**src/rtl/vrp_pkg.sv**
```systemverilog
package vrp_pkg;
  typedef enum logic [2:0] {
    RS_CTRL   = 3'd0,
    RS_MASK   = 3'd1,
    RS_STAT   = 3'd2,
    RS_SPTR   = 3'd3,
    RS_SDATA  = 3'd4,
    RS_SCROLL = 3'd5,
    RS_ADDR   = 3'd6,
    RS_DATA   = 3'd7
  } rsel_e;

  localparam int CTRL_STEP_BIT = 2;
endpackage

```
**src/rtl/vrp_addr_scroll.sv**
```systemverilog
module vrp_addr_scroll #(
  parameter int ADDR_W      = 14,
  parameter int DATA_W      = 8,
  parameter int STEP_WIDE   = 32,
  parameter int VSCROLL_MAX = 239
) (
  input  logic              clk,
  input  logic              rst,
  input  logic              wr_scroll,
  input  logic              wr_addr,
  input  logic              clr_toggle,
  input  logic              step,
  input  logic              step_wide,
  input  logic [DATA_W-1:0] wdata,
  output logic [ADDR_W-1:0] vaddr,
  output logic [DATA_W-1:0] hscroll,
  output logic [DATA_W-1:0] vscroll
);
  localparam int HI_W = ADDR_W - DATA_W;
  localparam logic [ADDR_W-1:0] INC_WIDE = ADDR_W'(STEP_WIDE);
  localparam logic [ADDR_W-1:0] INC_ONE  = ADDR_W'(1);
  localparam logic [DATA_W-1:0] VMAX     = DATA_W'(VSCROLL_MAX);

  logic toggle;
  logic [ADDR_W-1:0] inc;

  assign inc = step_wide ? INC_WIDE : INC_ONE;

  always_ff @(posedge clk) begin
    if (rst) begin
      toggle  <= 1'b0;
      vaddr   <= '0;
      hscroll <= '0;
      vscroll <= '0;
    end else begin
      if (clr_toggle) toggle <= 1'b0;
      if (wr_scroll) begin
        if (!toggle) hscroll <= wdata;
        else         vscroll <= (wdata > VMAX) ? '0 : wdata;
        toggle <= ~toggle;
      end
      if (wr_addr) begin
        if (!toggle) vaddr <= {wdata[HI_W-1:0], {DATA_W{1'b0}}};
        else         vaddr <= vaddr | {{HI_W{1'b0}}, wdata};
        toggle <= ~toggle;
      end
      if (step) vaddr <= vaddr + inc;
    end
  end

  assert_toggle_flip_R3: assert property (@(posedge clk) disable iff (rst)
    (wr_scroll || wr_addr) |=> (toggle != $past(toggle)));
  assert_toggle_clear_R7: assert property (@(posedge clk) disable iff (rst)
    (clr_toggle && !wr_scroll && !wr_addr) |=> !toggle);
  assert_vclamp_R4: assert property (@(posedge clk) disable iff (rst)
    vscroll <= VMAX);
  assert_step_R5: assert property (@(posedge clk) disable iff (rst)
    (step && !wr_addr) |=> (vaddr - $past(vaddr)) == (($past(step_wide)) ? INC_WIDE : INC_ONE));
endmodule

```
**src/rtl/vrp_palette.sv**
```systemverilog
module vrp_palette #(
  parameter int DATA_W = 8,
  parameter int IDX_W  = 5
) (
  input  logic              clk,
  input  logic              rst,
  input  logic              we,
  input  logic              mirror,
  input  logic [IDX_W-1:0]  widx,
  input  logic [DATA_W-1:0] wdata,
  input  logic [IDX_W-1:0]  ridx,
  output logic [DATA_W-1:0] rdata
);
  localparam int N = 1 << IDX_W;

  logic [DATA_W-1:0] pal [N];
  logic [N-1:0] hit;

  for (genvar i = 0; i < N; i++) begin : g_hit
    localparam logic [IDX_W-1:0] IDX = IDX_W'(i);
    assign hit[i] = mirror ? (IDX[1:0] == 2'b00) : (widx == IDX);
  end

  always_ff @(posedge clk) begin
    for (int i = 0; i < N; i++) begin
      if (we && hit[i]) pal[i] <= wdata;
    end
  end

  assign rdata = pal[ridx];

  assert_mirror_R9: assert property (@(posedge clk) disable iff (rst)
    (we && mirror) |=> (pal[0] == $past(wdata)) && (pal[N-4] == $past(wdata)));
  assert_hits_R10: assert property (@(posedge clk) disable iff (rst)
    (we && !mirror) |-> $onehot0(hit));
endmodule

```
**src/rtl/vrp_sprite_mem.sv**
```systemverilog
module vrp_sprite_mem #(
  parameter int DATA_W = 8,
  parameter int AW     = 8
) (
  input  logic              clk,
  input  logic              rst,
  input  logic              set_ptr,
  input  logic              wr_data,
  input  logic [DATA_W-1:0] wdata,
  input  logic [AW-1:0]     raddr,
  output logic [DATA_W-1:0] rdata
);
  localparam int DEPTH = 1 << AW;

  logic [DATA_W-1:0] mem [DEPTH];
  logic [AW-1:0] ptr;

  always_ff @(posedge clk) begin
    if (rst)          ptr <= '0;
    else if (set_ptr) ptr <= wdata[AW-1:0];
    else if (wr_data) ptr <= ptr + AW'(1);
  end

  always_ff @(posedge clk) begin
    if (wr_data) mem[ptr] <= wdata;
    rdata <= mem[raddr];
  end

  assert_ptr_inc_R11: assert property (@(posedge clk) disable iff (rst)
    (wr_data && !set_ptr) |=> (ptr == $past(ptr) + AW'(1)));
endmodule

```
**src/rtl/vid_regport.sv**
```systemverilog
module vid_regport
  import vrp_pkg::*;
#(
  parameter int ADDR_W      = 14,
  parameter int DATA_W      = 8,
  parameter int PAL_IDX_W   = 5,
  parameter int SPR_AW      = 8,
  parameter int STEP_WIDE   = 32,
  parameter int VSCROLL_MAX = 239,
  parameter int PAL_BASE    = 16'h3F00
) (
  input  logic              clk,
  input  logic              rst,
  input  logic              cs,
  input  logic              we,
  input  logic [2:0]        rsel,
  input  logic [DATA_W-1:0] wdata,
  output logic [DATA_W-1:0] rdata,
  input  logic              vblank_set,
  input  logic [DATA_W-2:0] status_in,
  output logic [DATA_W-1:0] ctrl_out,
  output logic [DATA_W-1:0] mask_out,
  output logic [DATA_W-4:0] hscroll_coarse,
  output logic [2:0]        hscroll_fine,
  output logic [DATA_W-4:0] vscroll_coarse,
  output logic [2:0]        vscroll_fine,
  output logic [ADDR_W-1:0] vram_addr,
  output logic              vram_we,
  output logic [DATA_W-1:0] vram_wdata,
  input  logic [DATA_W-1:0] vram_rdata,
  input  logic [PAL_IDX_W-1:0] pal_raddr,
  output logic [DATA_W-1:0] pal_rdata,
  input  logic [SPR_AW-1:0] spr_raddr,
  output logic [DATA_W-1:0] spr_rdata
);
  localparam logic [ADDR_W-1:0] PAL_START = ADDR_W'(PAL_BASE);

  rsel_e rs;
  logic wr, rd;
  logic data_wr, data_rd, stat_rd;
  logic in_pal, pal_mirror, pal_we;
  logic vblank;
  logic [DATA_W-1:0] rbuf, hscroll, vscroll;
  logic [ADDR_W-1:0] vaddr;

  assign rs      = rsel_e'(rsel);
  assign wr      = cs & we;
  assign rd      = cs & ~we;
  assign data_wr = wr && (rs == RS_DATA);
  assign data_rd = rd && (rs == RS_DATA);
  assign stat_rd = rd && (rs == RS_STAT);

  vrp_addr_scroll #(
    .ADDR_W(ADDR_W), .DATA_W(DATA_W),
    .STEP_WIDE(STEP_WIDE), .VSCROLL_MAX(VSCROLL_MAX)
  ) u_addr (
    .clk(clk), .rst(rst),
    .wr_scroll(wr && (rs == RS_SCROLL)),
    .wr_addr(wr && (rs == RS_ADDR)),
    .clr_toggle(stat_rd),
    .step(data_wr | data_rd),
    .step_wide(ctrl_out[CTRL_STEP_BIT]),
    .wdata(wdata),
    .vaddr(vaddr),
    .hscroll(hscroll),
    .vscroll(vscroll)
  );

  assign in_pal     = (vaddr >= PAL_START);
  assign pal_mirror = (vaddr[3:0] == 4'h0);
  assign pal_we     = data_wr && in_pal && (pal_mirror || (vaddr[1:0] != 2'b00));

  vrp_palette #(.DATA_W(DATA_W), .IDX_W(PAL_IDX_W)) u_pal (
    .clk(clk), .rst(rst),
    .we(pal_we), .mirror(pal_mirror),
    .widx(vaddr[PAL_IDX_W-1:0]), .wdata(wdata),
    .ridx(pal_raddr), .rdata(pal_rdata)
  );

  vrp_sprite_mem #(.DATA_W(DATA_W), .AW(SPR_AW)) u_spr (
    .clk(clk), .rst(rst),
    .set_ptr(wr && (rs == RS_SPTR)),
    .wr_data(wr && (rs == RS_SDATA)),
    .wdata(wdata),
    .raddr(spr_raddr), .rdata(spr_rdata)
  );

  always_ff @(posedge clk) begin
    if (rst) begin
      ctrl_out <= '0;
      mask_out <= '0;
      vblank   <= 1'b0;
      rbuf     <= '0;
    end else begin
      if (wr && (rs == RS_CTRL)) ctrl_out <= wdata;
      if (wr && (rs == RS_MASK)) mask_out <= wdata;
      if (vblank_set)   vblank <= 1'b1;
      else if (stat_rd) vblank <= 1'b0;
      if (data_rd) rbuf <= vram_rdata;
    end
  end

  always_comb begin
    rdata = '0;
    if (stat_rd)      rdata = {vblank, status_in};
    else if (data_rd) rdata = rbuf;
  end

  assign vram_addr      = vaddr;
  assign vram_we        = data_wr && !in_pal;
  assign vram_wdata     = wdata;
  assign hscroll_coarse = hscroll[DATA_W-1:3];
  assign hscroll_fine   = hscroll[2:0];
  assign vscroll_coarse = vscroll[DATA_W-1:3];
  assign vscroll_fine   = vscroll[2:0];

  assert_vblank_clear_R7: assert property (@(posedge clk) disable iff (rst)
    (stat_rd && !vblank_set) |=> !vblank);
  assert_vblank_set_R7: assert property (@(posedge clk) disable iff (rst)
    vblank_set |=> vblank);
  assert_rbuf_fill_R6: assert property (@(posedge clk) disable iff (rst)
    data_rd |=> (rbuf == $past(vram_rdata)));
  assert_vram_guard_R8: assert property (@(posedge clk) disable iff (rst)
    vram_we |-> (vram_addr < PAL_START) && cs && we);
endmodule

```
**config.mk**
```make
export PLATFORM = sky130hd
export DESIGN_NAME = vid_regport
export DESIGN_NICKNAME = d
export VERILOG_FILES = /design/src/rtl/vrp_pkg.sv /design/src/rtl/vrp_addr_scroll.sv /design/src/rtl/vrp_palette.sv /design/src/rtl/vrp_sprite_mem.sv /design/src/rtl/vid_regport.sv
export SDC_FILE = /design/constraint.sdc
export NUM_CORES = 2
export LEC_CHECK = 0
export ABC_AREA = 0
export BUFFER_PORTS_ARGS = -buffer_cell sky130_fd_sc_hd__buf_2
export CORE_ASPECT_RATIO = 0.6
export CORE_MARGIN = 2
export CORE_UTILIZATION = 39
export DETAILED_ROUTE_END_ITERATION = 8
export GPL_TIMING_DRIVEN = 0
export HOLD_SLACK_MARGIN = 0.05
export REMOVE_ABC_BUFFERS = 1
export SYNTH_ARGS = -nofsm -noshare
export SYNTH_HDL_FRONTEND = slang
export SYNTH_SLANG_ARGS = --single-unit
export TNS_END_PERCENT = 30
```
**constraint.sdc**
```tcl
create_clock -name clk -period 5.6 [get_ports clk]
set_input_delay 1.4 -clock clk [delete_from_list [all_inputs] [get_ports clk]]
set_output_delay 1.4 -clock clk [all_outputs]
set_load 0.01 [all_outputs]
```
==> results.py <==
metrics = {
    "drt": {
        "antenna_left": 0,
        "dr.pass1.iters": 6,
        "drt_wl_total_um": 239900,
        "dr.first_iter.drc_count": 6557,
        "vias": 47150,
        "viasPerCell": 5.904,
        "avgRoutedWirePerCell_um": 30.04,
        "drc_errors": 0,
    },
    "synth": {
        "yosysTopAreaCell": "edfxtp_1",
        "ys_seq_elements": 2376,
        "synth_cell_types": 78,
        "synth_cells": 4575,
        "syn_area_um2": 93180,
        "avgSynthCellArea_um2": 20.37,
        "async_reset_ff_share_pct": 0,
        "synth_top_area_share_pct": 74.25,
        "yosys-top-cells-area": "edfxtp_1, mux4_2, mux2i_1",
        "synth.most_common_cell": "edfxtp_1",
        "ys_seq_area_share_pct": 75.80,
        "yosys_warnings": 0,
        "synthTopCellsByCount": "edfxtp_1, mux4_2, nor2_1, mux2i_1, nand2_1",
        "synth_edf_count": 2304,
        "synth_ff_type": "edfxtp_1",
    },
    "worst_hold_path": {
        "hold_end": "u_addr.vscroll[6]",
        "holdPathStages": 2,
        "hold_path_class": "reg -> reg",
        "hold_start": "u_addr.vscroll[6]",
    },
    "power": {
        "p_leak_nw": 32.15,
        "ir_worst_vdd_mv": 0.2467,
        "powerDensity_nw_per_um2": 341.5,
    },
    "worst_setup_path": {
        "critPathBufInv": 3,
        "r2r_cells": 4,
        "crit_slowest_cell": "mux4_2",
        "r2r_setup_slack_ns": 1.64,
        "critPathKind": "in -> out",
        "crit_path_start_kind": "primary input",
        "r2r_start": "u_addr.vaddr[8]",
        "cp_max_fo": 40,
        "crit_path_max_incr_delay_ns": 0.63,
        "cp_top_family": "multiplexers",
        "critical_path_depth": 6,
        "critPathCaptureType": "output port",
        "arrival_ns": 3.97,
        "critPathRequiredTime_ns": 4.20,
        "cpMostUsedCell": "mux4_2",
        "reg2reg_to": "u_pal.pal[24][3]",
        "crit_chain": "buf_4 -> buf_16 -> mux4_2 -> mux4_2 -> mux2_2 -> buf_2",
    },
    "status": {
        "status": "finished clean",
    },
    "floorplanning": {
        "core_region_area_um2": 236700,
        "initial_core_util_pct": 39.36,
        "die_x_um": 635.0,
        "dieArea_um2": 243000,
        "die_h_um": 382.6,
        "ioPinCount": 123,
        "rows": 138,
    },
    "cells_and_area": {
        "drive_above_1_share_pct": 20.31,
        "design_area_um2": 103900,
        "final_net_count": 4727,
        "syn_to_final_growth_pct": 11.55,
    },
    "clock_network": {
        "cts_tree": "done",
        "path_clk_slew_ns": 0.07,
        "cts_setup_buffers": 0,
        "ctsHoldBuffers": 0,
        "cts_made_buffers": 208,
        "cts-resized-gates": 0,
        "clkLatencyLatePin_ns": 0.87,
        "numClockSinks": 2376,
        "root_buffer": "clkbuf_16",
        "cts_buffer_depth": 4,
        "cts_max_level": 4,
    },
    "placement": {
        "place_area_um2": 97350,
        "place_congestion": 0.8341,
        "hpwlAfterDp_um": 149700,
        "port_buffers": 122,
    },
    "sta": {
        "relSlewSlack_pct": 3.795,
        "finalSetupTns_ns": 0,
        "hold_violations": 0,
        "fin_crit_ns": 5.369,
        "setup_viol": 0,
        "finalCritPeriodShare_pct": 95.87,
        "clock.fmax_mhz": 186.3,
        "worst_slew_pin_slew_ns": 1.440,
        "drv_slew": 0,
        "rsz0062_at_grt": "false",
        "finClkSkew_ns": 0.06109,
    },
    "global_route": {
        "grt_pass1_wl_um": 341000,
        "grt_use_total_pct": 19.39,
        "overflow": 0,
        "grt_max_degree": 151,
        "antenna_found_initial": 17,
        "grt_pass1_vias": 45430,
    },
    "flow_run": {
        "cap_violations": 0,
    },
}
## where the power goes
| part | switching (W) | internal [W] |
|---|---|---|
| sequential | 0.0000345 | 0.0195 |
| combinational | 0.00117 | 0.000612 |
| clock | 0.00642 | 0.00777 |
| total | 0.00763 | 0.0279 |
## cells by family (layout without fill, tap and decap cells)
family                   after synthesis  in the layout  synth area share [%]
AND/OR/NAND/NOR                      695            695                 3.286
flip-flops                          2376           2376                 75.80
other                                  0              3                     0
AO/OA/AOI/OAI                        474            474                 3.534
multiplexers                         723            723                 15.09
adder cells (fa/ha/maj)                7              7               0.09399
XOR/XNOR                               2              2               0.01880
buffers and inverters                298            557                 2.185
## per-layer routing
| metal | GRT usage [%] | vias up | share of wire (%) |
|---|---|---|---|
| met5 | 0 | - | 0.0067 |
| li1 | - | 19210 | - |
| met3 | 6.388 | 322 | 12 |
| met1 | 31.11 | 25140 | 46 |
| met4 | 3.575 | 4 | 1.6 |
| met2 | 25.38 | 2473 | 40 |
## cells in the final DEF (no fill, tap or decap), types with 9 or more instances in the layout
| cell type | instances |
|---|---|
| a21oi_1 | 114 |
| buf_2 | 109 |
| bufinv_16 | 16 |
| nor3_2 | 19 |
| nand2_1 | 130 |
| mux4_2 | 456 |
| a22o_1 | 15 |
| mux2i_1 | 191 |
| a22oi_1 | 125 |
| a221oi_1 | 28 |
| o21ai_0 | 27 |
| buf_16 | 43 |
| nand2b_1 | 12 |
| clkinv_1 | 37 |
| nor3_1 | 28 |
| clkinv_2 | 27 |
| dfxtp_1 | 72 |
| nor2b_1 | 9 |
| o221ai_1 | 33 |
| nand4_1 | 9 |
| nor2_1 | 347 |
| o22ai_1 | 50 |
| clkbuf_16 | 213 |
| clkbuf_1 | 47 |
| nand3_1 | 57 |
| mux4_1 | 68 |
| a211oi_1 | 21 |
| inv_1 | 13 |
| edfxtp_1 | 2304 |
| nor4_1 | 15 |
| buf_8 | 11 |
## sequential cells by signal, indices dropped and copies added, names as in the netlist
signal          flops
u_addr.vaddr       14
rbuf                8
vblank              1
u_addr.vscroll      8
u_addr.hscroll      8
mask_out            8
u_addr.toggle       1
u_spr.rdata         8
u_pal.pal         256
u_spr.ptr           8
ctrl_out            8
u_spr.mem        2048
## through the flow
step / worst slack [ns] / utilization [%] / instances / total power [W] / hold slack (ns)
6_report: 0.2314 / 43.91 / 7987 / 0.03550 / 0.4519
2_1_floorplan: 1.164 / - / 4286 / 0.02056 / 0.4306
5_1_grt: 0.03425 / 43.90 / 7984 / 0.03650 / 0.4825
3_3_place_gp: -17.26 / 40.44 / 7558 / 0.02210 / 0.4411
4_1_cts: 0.2087 / 43.87 / 7980 / 0.03567 / 0.4541
3_5_place_dp: -0.5343 / 41.12 / 7612 / 0.02168 / 0.4443
## tightest hold or removal path, delay by kind of cell, from the launching register on
| family | cells | cell delay [ns] |
|---|---|---|
| compound gates | 1 | 0.05 |
| simple gates | 1 | 0.05 |
| flops | 1 | 0.31 |
## worst max-delay path by stage
| stage | from | endpoint |
|---|---|---|
| floorplan | rsel[2] | u_spr.mem[169][0] |
| global placement | spr_raddr[0] | u_spr.rdata[6] |
| detailed placement | spr_raddr[0] | u_spr.rdata[6] |
| CTS | pal_raddr[0] | pal_rdata[5] |
| global route | rsel[0] | rdata[7] |
| finish | pal_raddr[0] | pal_rdata[4] |
## cell type report
cell class	count	area [um^2]
Antenna cell	3	7.507
Clock buffer	265	5575
Inverter	9	33.78
Fill cell	19910	132800
Timing Repair Buffer	180	2130
Sequential cell	2376	70630
Tap cell	3150	3941
Multi-Input combinational cell	1901	20690
Clock inverter	103	932.1
Power figures use the tool's default switching activity.
